File: src/rtl/tpsi_pkg.sv
package tpsi_pkg;
    typedef enum logic [1:0] {
        ST_HUNT   = 2'd0,
        ST_VERIFY = 2'd1,
        ST_LOCKED = 2'd2
    } trk_state_t;
endpackage

File: src/rtl/tpsi_tracker.sv
module tpsi_tracker
    import tpsi_pkg::*;
#(
    parameter int FRAME_LEN  = 204,
    parameter int LOCK_HITS  = 2,
    parameter int MISS_LIMIT = 3
) (
    input  logic       clk,
    input  logic       rst_n,
    input  logic       pulse_mode,
    input  logic       frame_pulse,
    input  logic       in_valid,
    input  logic [7:0] in_data,
    input  logic [7:0] sync_code,
    output logic       blk_start,
    output logic       locked
);
    localparam int PW = $clog2(FRAME_LEN);
    localparam int HW = $clog2(LOCK_HITS + 1);
    localparam int MW = $clog2(MISS_LIMIT + 1);
    localparam logic [PW-1:0] POS_LAST  = PW'(FRAME_LEN - 1);
    localparam logic [HW-1:0] HITS_LAST = HW'(LOCK_HITS - 1);
    localparam logic [MW-1:0] MISS_LAST = MW'(MISS_LIMIT - 1);

    trk_state_t    state, state_n;
    logic [PW-1:0] pos, pos_n;
    logic [HW-1:0] hits, hits_n;
    logic [MW-1:0] misses, misses_n;
    logic          regen;
    logic          match, at_bound;

    assign match    = (in_data == sync_code);
    assign at_bound = (pos == '0);

    // state register
    always_ff @(posedge clk or negedge rst_n) begin
        if (!rst_n) begin
            state  <= ST_HUNT;
            pos    <= '0;
            hits   <= '0;
            misses <= '0;
        end else begin
            state  <= state_n;
            pos    <= pos_n;
            hits   <= hits_n;
            misses <= misses_n;
        end
    end

    // transitions
    always_comb begin
        state_n  = state;
        pos_n    = pos;
        hits_n   = hits;
        misses_n = misses;
        regen    = 1'b0;
        if (pulse_mode) begin
            state_n = ST_HUNT;
            regen   = in_valid && frame_pulse;
        end else if (in_valid) begin
            pos_n = (pos == POS_LAST) ? '0 : pos + 1'b1;
            unique case (state)
                ST_HUNT: begin
                    if (match) begin
                        state_n = ST_VERIFY;
                        pos_n   = PW'(1);
                        hits_n  = '0;
                    end
                end
                ST_VERIFY: begin
                    if (at_bound) begin
                        if (!match) begin
                            state_n = ST_HUNT;
                        end else if (hits == HITS_LAST) begin
                            state_n  = ST_LOCKED;
                            misses_n = '0;
                            regen    = 1'b1;
                        end else begin
                            hits_n = hits + 1'b1;
                        end
                    end
                end
                ST_LOCKED: begin
                    if (at_bound) begin
                        if (match) begin
                            misses_n = '0;
                            regen    = 1'b1;
                        end else if (misses == MISS_LAST) begin
                            state_n = ST_HUNT;
                        end else begin
                            misses_n = misses + 1'b1;
                            regen    = 1'b1;
                        end
                    end
                end
                default: state_n = ST_HUNT;
            endcase
        end
    end

    // outputs
    always_comb begin
        blk_start = regen;
        locked    = (state == ST_LOCKED);
    end
endmodule

File: src/rtl/tpsi_seq.sv
module tpsi_seq #(
    parameter int INV_PERIOD = 8
) (
    input  logic clk,
    input  logic rst_n,
    input  logic seq_start,
    input  logic blk_start,
    output logic invert,
    output logic first
);
    localparam int CW = (INV_PERIOD > 1) ? $clog2(INV_PERIOD) : 1;
    localparam logic [CW-1:0] CNT_LAST = CW'(INV_PERIOD - 1);
    localparam logic [CW-1:0] CNT_ONE  = (INV_PERIOD > 1) ? CW'(1) : '0;

    logic [CW-1:0] cnt;
    logic          ss_prev, pending, fall;

    assign fall   = ss_prev && !seq_start;
    assign invert = pending || (cnt == '0);
    assign first  = pending;

    always_ff @(posedge clk or negedge rst_n) begin
        if (!rst_n) begin
            cnt     <= '0;
            ss_prev <= 1'b0;
            pending <= 1'b0;
        end else begin
            ss_prev <= seq_start;
            if (blk_start) begin
                cnt     <= pending ? CNT_ONE : ((cnt == CNT_LAST) ? '0 : cnt + 1'b1);
                pending <= fall;
            end else if (fall) begin
                pending <= 1'b1;
            end
        end
    end
endmodule

File: src/rtl/tpsi_inserter.sv
module tpsi_inserter #(
    parameter int FRAME_LEN  = 204,
    parameter int LOCK_HITS  = 2,
    parameter int MISS_LIMIT = 3,
    parameter int INV_PERIOD = 8
) (
    input  logic       clk,
    input  logic       rst_n,
    input  logic       pulse_mode,
    input  logic [7:0] sync_code,
    input  logic       in_valid,
    input  logic [7:0] in_data,
    input  logic       in_err,
    input  logic       frame_pulse,
    input  logic       seq_start,
    output logic       out_valid,
    output logic [7:0] out_data,
    output logic       out_fs,
    output logic       out_first,
    output logic       lock,
    output logic       err_status
);
    logic blk_start, invert, first, err_arm;

    tpsi_tracker #(
        .FRAME_LEN (FRAME_LEN),
        .LOCK_HITS (LOCK_HITS),
        .MISS_LIMIT(MISS_LIMIT)
    ) u_trk (
        .clk        (clk),
        .rst_n      (rst_n),
        .pulse_mode (pulse_mode),
        .frame_pulse(frame_pulse),
        .in_valid   (in_valid),
        .in_data    (in_data),
        .sync_code  (sync_code),
        .blk_start  (blk_start),
        .locked     (lock)
    );

    tpsi_seq #(.INV_PERIOD(INV_PERIOD)) u_seq (
        .clk      (clk),
        .rst_n    (rst_n),
        .seq_start(seq_start),
        .blk_start(blk_start),
        .invert   (invert),
        .first    (first)
    );

    always_ff @(posedge clk or negedge rst_n) begin
        if (!rst_n) begin
            out_valid  <= 1'b0;
            out_data   <= '0;
            out_fs     <= 1'b0;
            out_first  <= 1'b0;
            err_status <= 1'b0;
            err_arm    <= 1'b0;
        end else begin
            out_valid <= in_valid;
            out_fs    <= blk_start && !pulse_mode;
            out_first <= blk_start && first && !pulse_mode;
            if (blk_start) begin
                out_data <= invert ? ~sync_code : sync_code;
            end else if (in_valid && err_arm) begin
                out_data <= in_data | 8'h80;
            end else begin
                out_data <= in_data;
            end
            if (in_valid) begin
                err_arm <= blk_start && in_err;
            end
            if (blk_start && in_err) begin
                err_status <= 1'b1;
            end
        end
    end
endmodule

File: config.mk
export PLATFORM = sky130hd
export DESIGN_NAME = tpsi_inserter
export DESIGN_NICKNAME = d
export VERILOG_FILES = /design/src/rtl/tpsi_pkg.sv /design/src/rtl/tpsi_tracker.sv /design/src/rtl/tpsi_seq.sv /design/src/rtl/tpsi_inserter.sv
export SDC_FILE = /design/constraint.sdc
export NUM_CORES = 1
export LEC_CHECK = 0
export ABC_AREA = 0
export CAP_MARGIN = 25
export CORE_AREA = 2 2 60 74
export DETAILED_ROUTE_END_ITERATION = 16
export DIE_AREA = 0 0 62 76
export GPL_TIMING_DRIVEN = 1
export HOLD_SLACK_MARGIN = 0.06
export PLACE_DENSITY = 0.72
export SYNTH_ARGS = -nofsm -noshare
export SYNTH_HDL_FRONTEND = slang
export SYNTH_SLANG_ARGS = --single-unit
File: constraint.sdc
create_clock -name clk -period 3.1 [get_ports clk]
set_input_delay 0.62 -clock clk [delete_from_list [all_inputs] [get_ports clk]]
set_output_delay 0.62 -clock clk [all_outputs]
set_load 0.005 [all_outputs]
==> results.md <==
- Skew final: approximately 0.007 ns
- R2R depth: 7
- Grt total ovfl: 0
- Post-CTS Resized: 0
- Core ar.: about 0.004 mm^2
- DR iter-0 viols: 50
- Routed WL: 4.24 mm
- Crit. End Element: flop
- Synth async-reset ratio: 1.00
- Post-DP HPWL: roughly 3.3 mm
- Worst setup margin: a little under 0.5 ns
- Final Cycle Share: 0.841
- Die span in x: approximately 62 um
- Worst Path Required: approximately 3.3 ns
- Ys Warns: 0
- Placed cell area: between 0.002 and 0.0025 mm^2
- Final hold violation count: 0
- First-pass GRT wire length: between 7 and 8 mm
- TritonCTS buffer count: 5
- Share of post-route cells with drive strength above 1: 0.153
- Worst path top cell family by delay: buffers and inverters
- Top-area cell type share of the netlist area: 0.414
- Main synth FF type: dfrtp_1
- Seq/Total Area, Yosys: 0.414
- Synth cell count leaders: dfrtp_1, inv_1, ha_1, xnor2_1, xor2_1
- Reg2reg start: u_trk.pos[0]
- 1st-pass router iterations: 4
- IR drop worst, VDD: approximately 260 uV
- Die area: between 0.004 and 0.005 mm^2
- Max_cap viols: 0
- Slew Viols, Final: 0
- Vias in the first global route: about 1600
- Worst path max stage delay: a little under 0.5 ns
- Worst Max-Slew Pin Slew: 0.558 ns
- Initial core utilization: 0.476
- Relative slew slack: 0.625
- DRT antenna net count: 0
- Layout Nets: 256
- Clock slew at reported path FFs: ~0.070 ns
- RSZ-0062 raised after global routing: no
- Min Clock Period, post-route: roughly 2.6 ns
- # setup viols final: 0
- Final Cell Area: between 0.002 and 0.0025 mm^2
- Vias/cell: roughly 5.3
- Clock Latency Late Sink: roughly 0.29 ns
- H-tree Lvls: 2
- Antenna cell count: 0
- #FFs+latches synth: 32
- Critical path class: primary input to flop
- Outcome: finished, final reports clean
- Mapped Avg Cell Area: between 10 and 15 um^2
- Static leakage: between 1 and 1.5 nW
- Wire per inst: 15.2 um
- Residual DRC: 0
- Post-layout util: 0.604
- Vias: ~1500
- TNS Setup: 0 ns
- Gr usage total: 0.200
- Max Clock Freq: about 380 MHz
- PortBufs: 35
- CTS tree: built
- Clk sinks: 32
- FF-to-FF setup slack: between 0.7 and 0.8 ns
- Row count: 26
- Area Overhead vs Synth: 26.9%
- Gate Count Post-Synth: 178
- Most numerous cell in the Yosys netlist: dfrtp_1
- Initial antenna violation count: 0
- Ranking of synthesized cells by area: dfrtp_1, ha_1, xnor2_1, xor2_1, mux2_2
- Worst path bufs/invs: 2
- Worst Hold Path EP: err_status
- Crit path cell chain: clkdlybuf4s50_1 > xor2_1 > nor4_4 > a21oi_2 > o311ai_4 > buf_4 > mux2_2
- GPL Wtd Cong: 0.872
- Post-synthesis cell type count: 45
- R2r endpoint: u_seq.cnt[0]
- Critical Path Start Type: primary input
- Slowest cell on the critical path: nor4_4
- Chip Height: roughly 76 um
- Io pins: 36
- Pwr Density: approximately 470 mW/mm^2
- Worst Path Max Fanout: 14
- Largest area contributor in the netlist: dfrtp_1
- Place WS: 0.184 ns
- Setup bufs post-CTS: 0
- Post-synth EDFFs: 0
- Hold Crit Depth: 1
- CTS root buf: clkbuf_8
- Syn nets: roughly 210
- Total Power: approximately 1.2 mW
- Synthesized area: 0.00193 mm^2
- HP Start: err_status
- CTS Hold Bufs: 0
- Worst Path Arrival: 2.78 ns
- Clk buf depth: 2
- Pin count of the biggest net entering global routing: 33
- Worst min path class: flop to flop
layout make-up:
type                       count  area (um^2)
fill                         355         1610
sequential                    32          801
timing repair buffer          41          395
inverter                      17         63.8
clock buffer                   5         68.8
clock inverter                 2         12.5
multi-input combinational    125         1040
tap                           56         70.1
cells by family after synthesis:
group	after synthesis	synth area share
mux	15	0.0918
fa+ha+maj	11	0.0712
compound gates	28	0.121
flops	32	0.414
simple gates	49	0.156
buf+inv	21	0.0466
xor+xnor	22	0.0996
metal layers:
metal / routed length, um / vias to the layer above / global-route usage
li1: - / 714 / -
met1: 1710 / 722 / 0.242
met2: 2250 / 34 / 0.329
met3: 184 / 8 / 0.0441
met4: 92 / 0 / 0.0830
met5: 0 / - / 0
placed cells by master, fill, tap and decap left out, drive strengths merged, types with 2 or more instances in the layout:
cell	count
a31oi	2
nor2	10
and3	4
a211oi	6
buf	6
nor4	2
ha	11
a2111oi	2
o21ai	4
a21o	2
inv	17
nor3	3
and2	2
nand4	4
xor2	11
xnor2	11
nor2b	3
clkbuf	5
nand3	6
mux2i	5
clkdlybuf4s50	35
mux2	10
dfrtp	32
nand2	9
a21oi	4
worst register-to-register path, cell delays in order (launching register included):
cell	delay (ns)
dfrtp_1	0.41
inv_1	0.09
ha_1	0.14
nor4b_2	0.40
nand4_2	0.24
o311ai_4	0.31
buf_4	0.29
mux2_2	0.36
worst max path at each step:
stage               cells after the start  slack (ns)          from      endpoint
floorplan                               6        0.82  sync_code[7]   out_data[3]
global placement                        7        0.29  sync_code[2]   out_data[0]
detailed placement                      7        0.18  sync_code[7]   out_data[2]
CTS                                     7        0.49  sync_code[7]   out_data[0]
global route                            7        0.40  sync_code[7]   out_data[2]
finish                                  7        0.49  sync_code[7]  u_seq.cnt[0]
report_power, final:
part	internal [mW]	switching [mW]	leakage [nW]
Sequential	0.476	0.0495	0.394
Combinational	0.161	0.167	0.616
Clock	0.152	0.159	0.0400
Total	0.789	0.375	1.05
registers in the layout, indices dropped and copies added (netlist names), 2 cells and up:
signal / flops
u_trk.state: 2
u_trk.pos: 8
u_trk.misses: 2
out_data: 8
u_seq.cnt: 3
u_trk.hits: 2
stage by stage:
step	std cells	hold WS (ns)
final	278	0.472
after global routing	278	0.487
after CTS	278	0.473
after detailed placement	271	0.452
after global placement	271	0.445
after floorplan	178	0.324
Note: power is estimated with default switching activity, not from simulation.
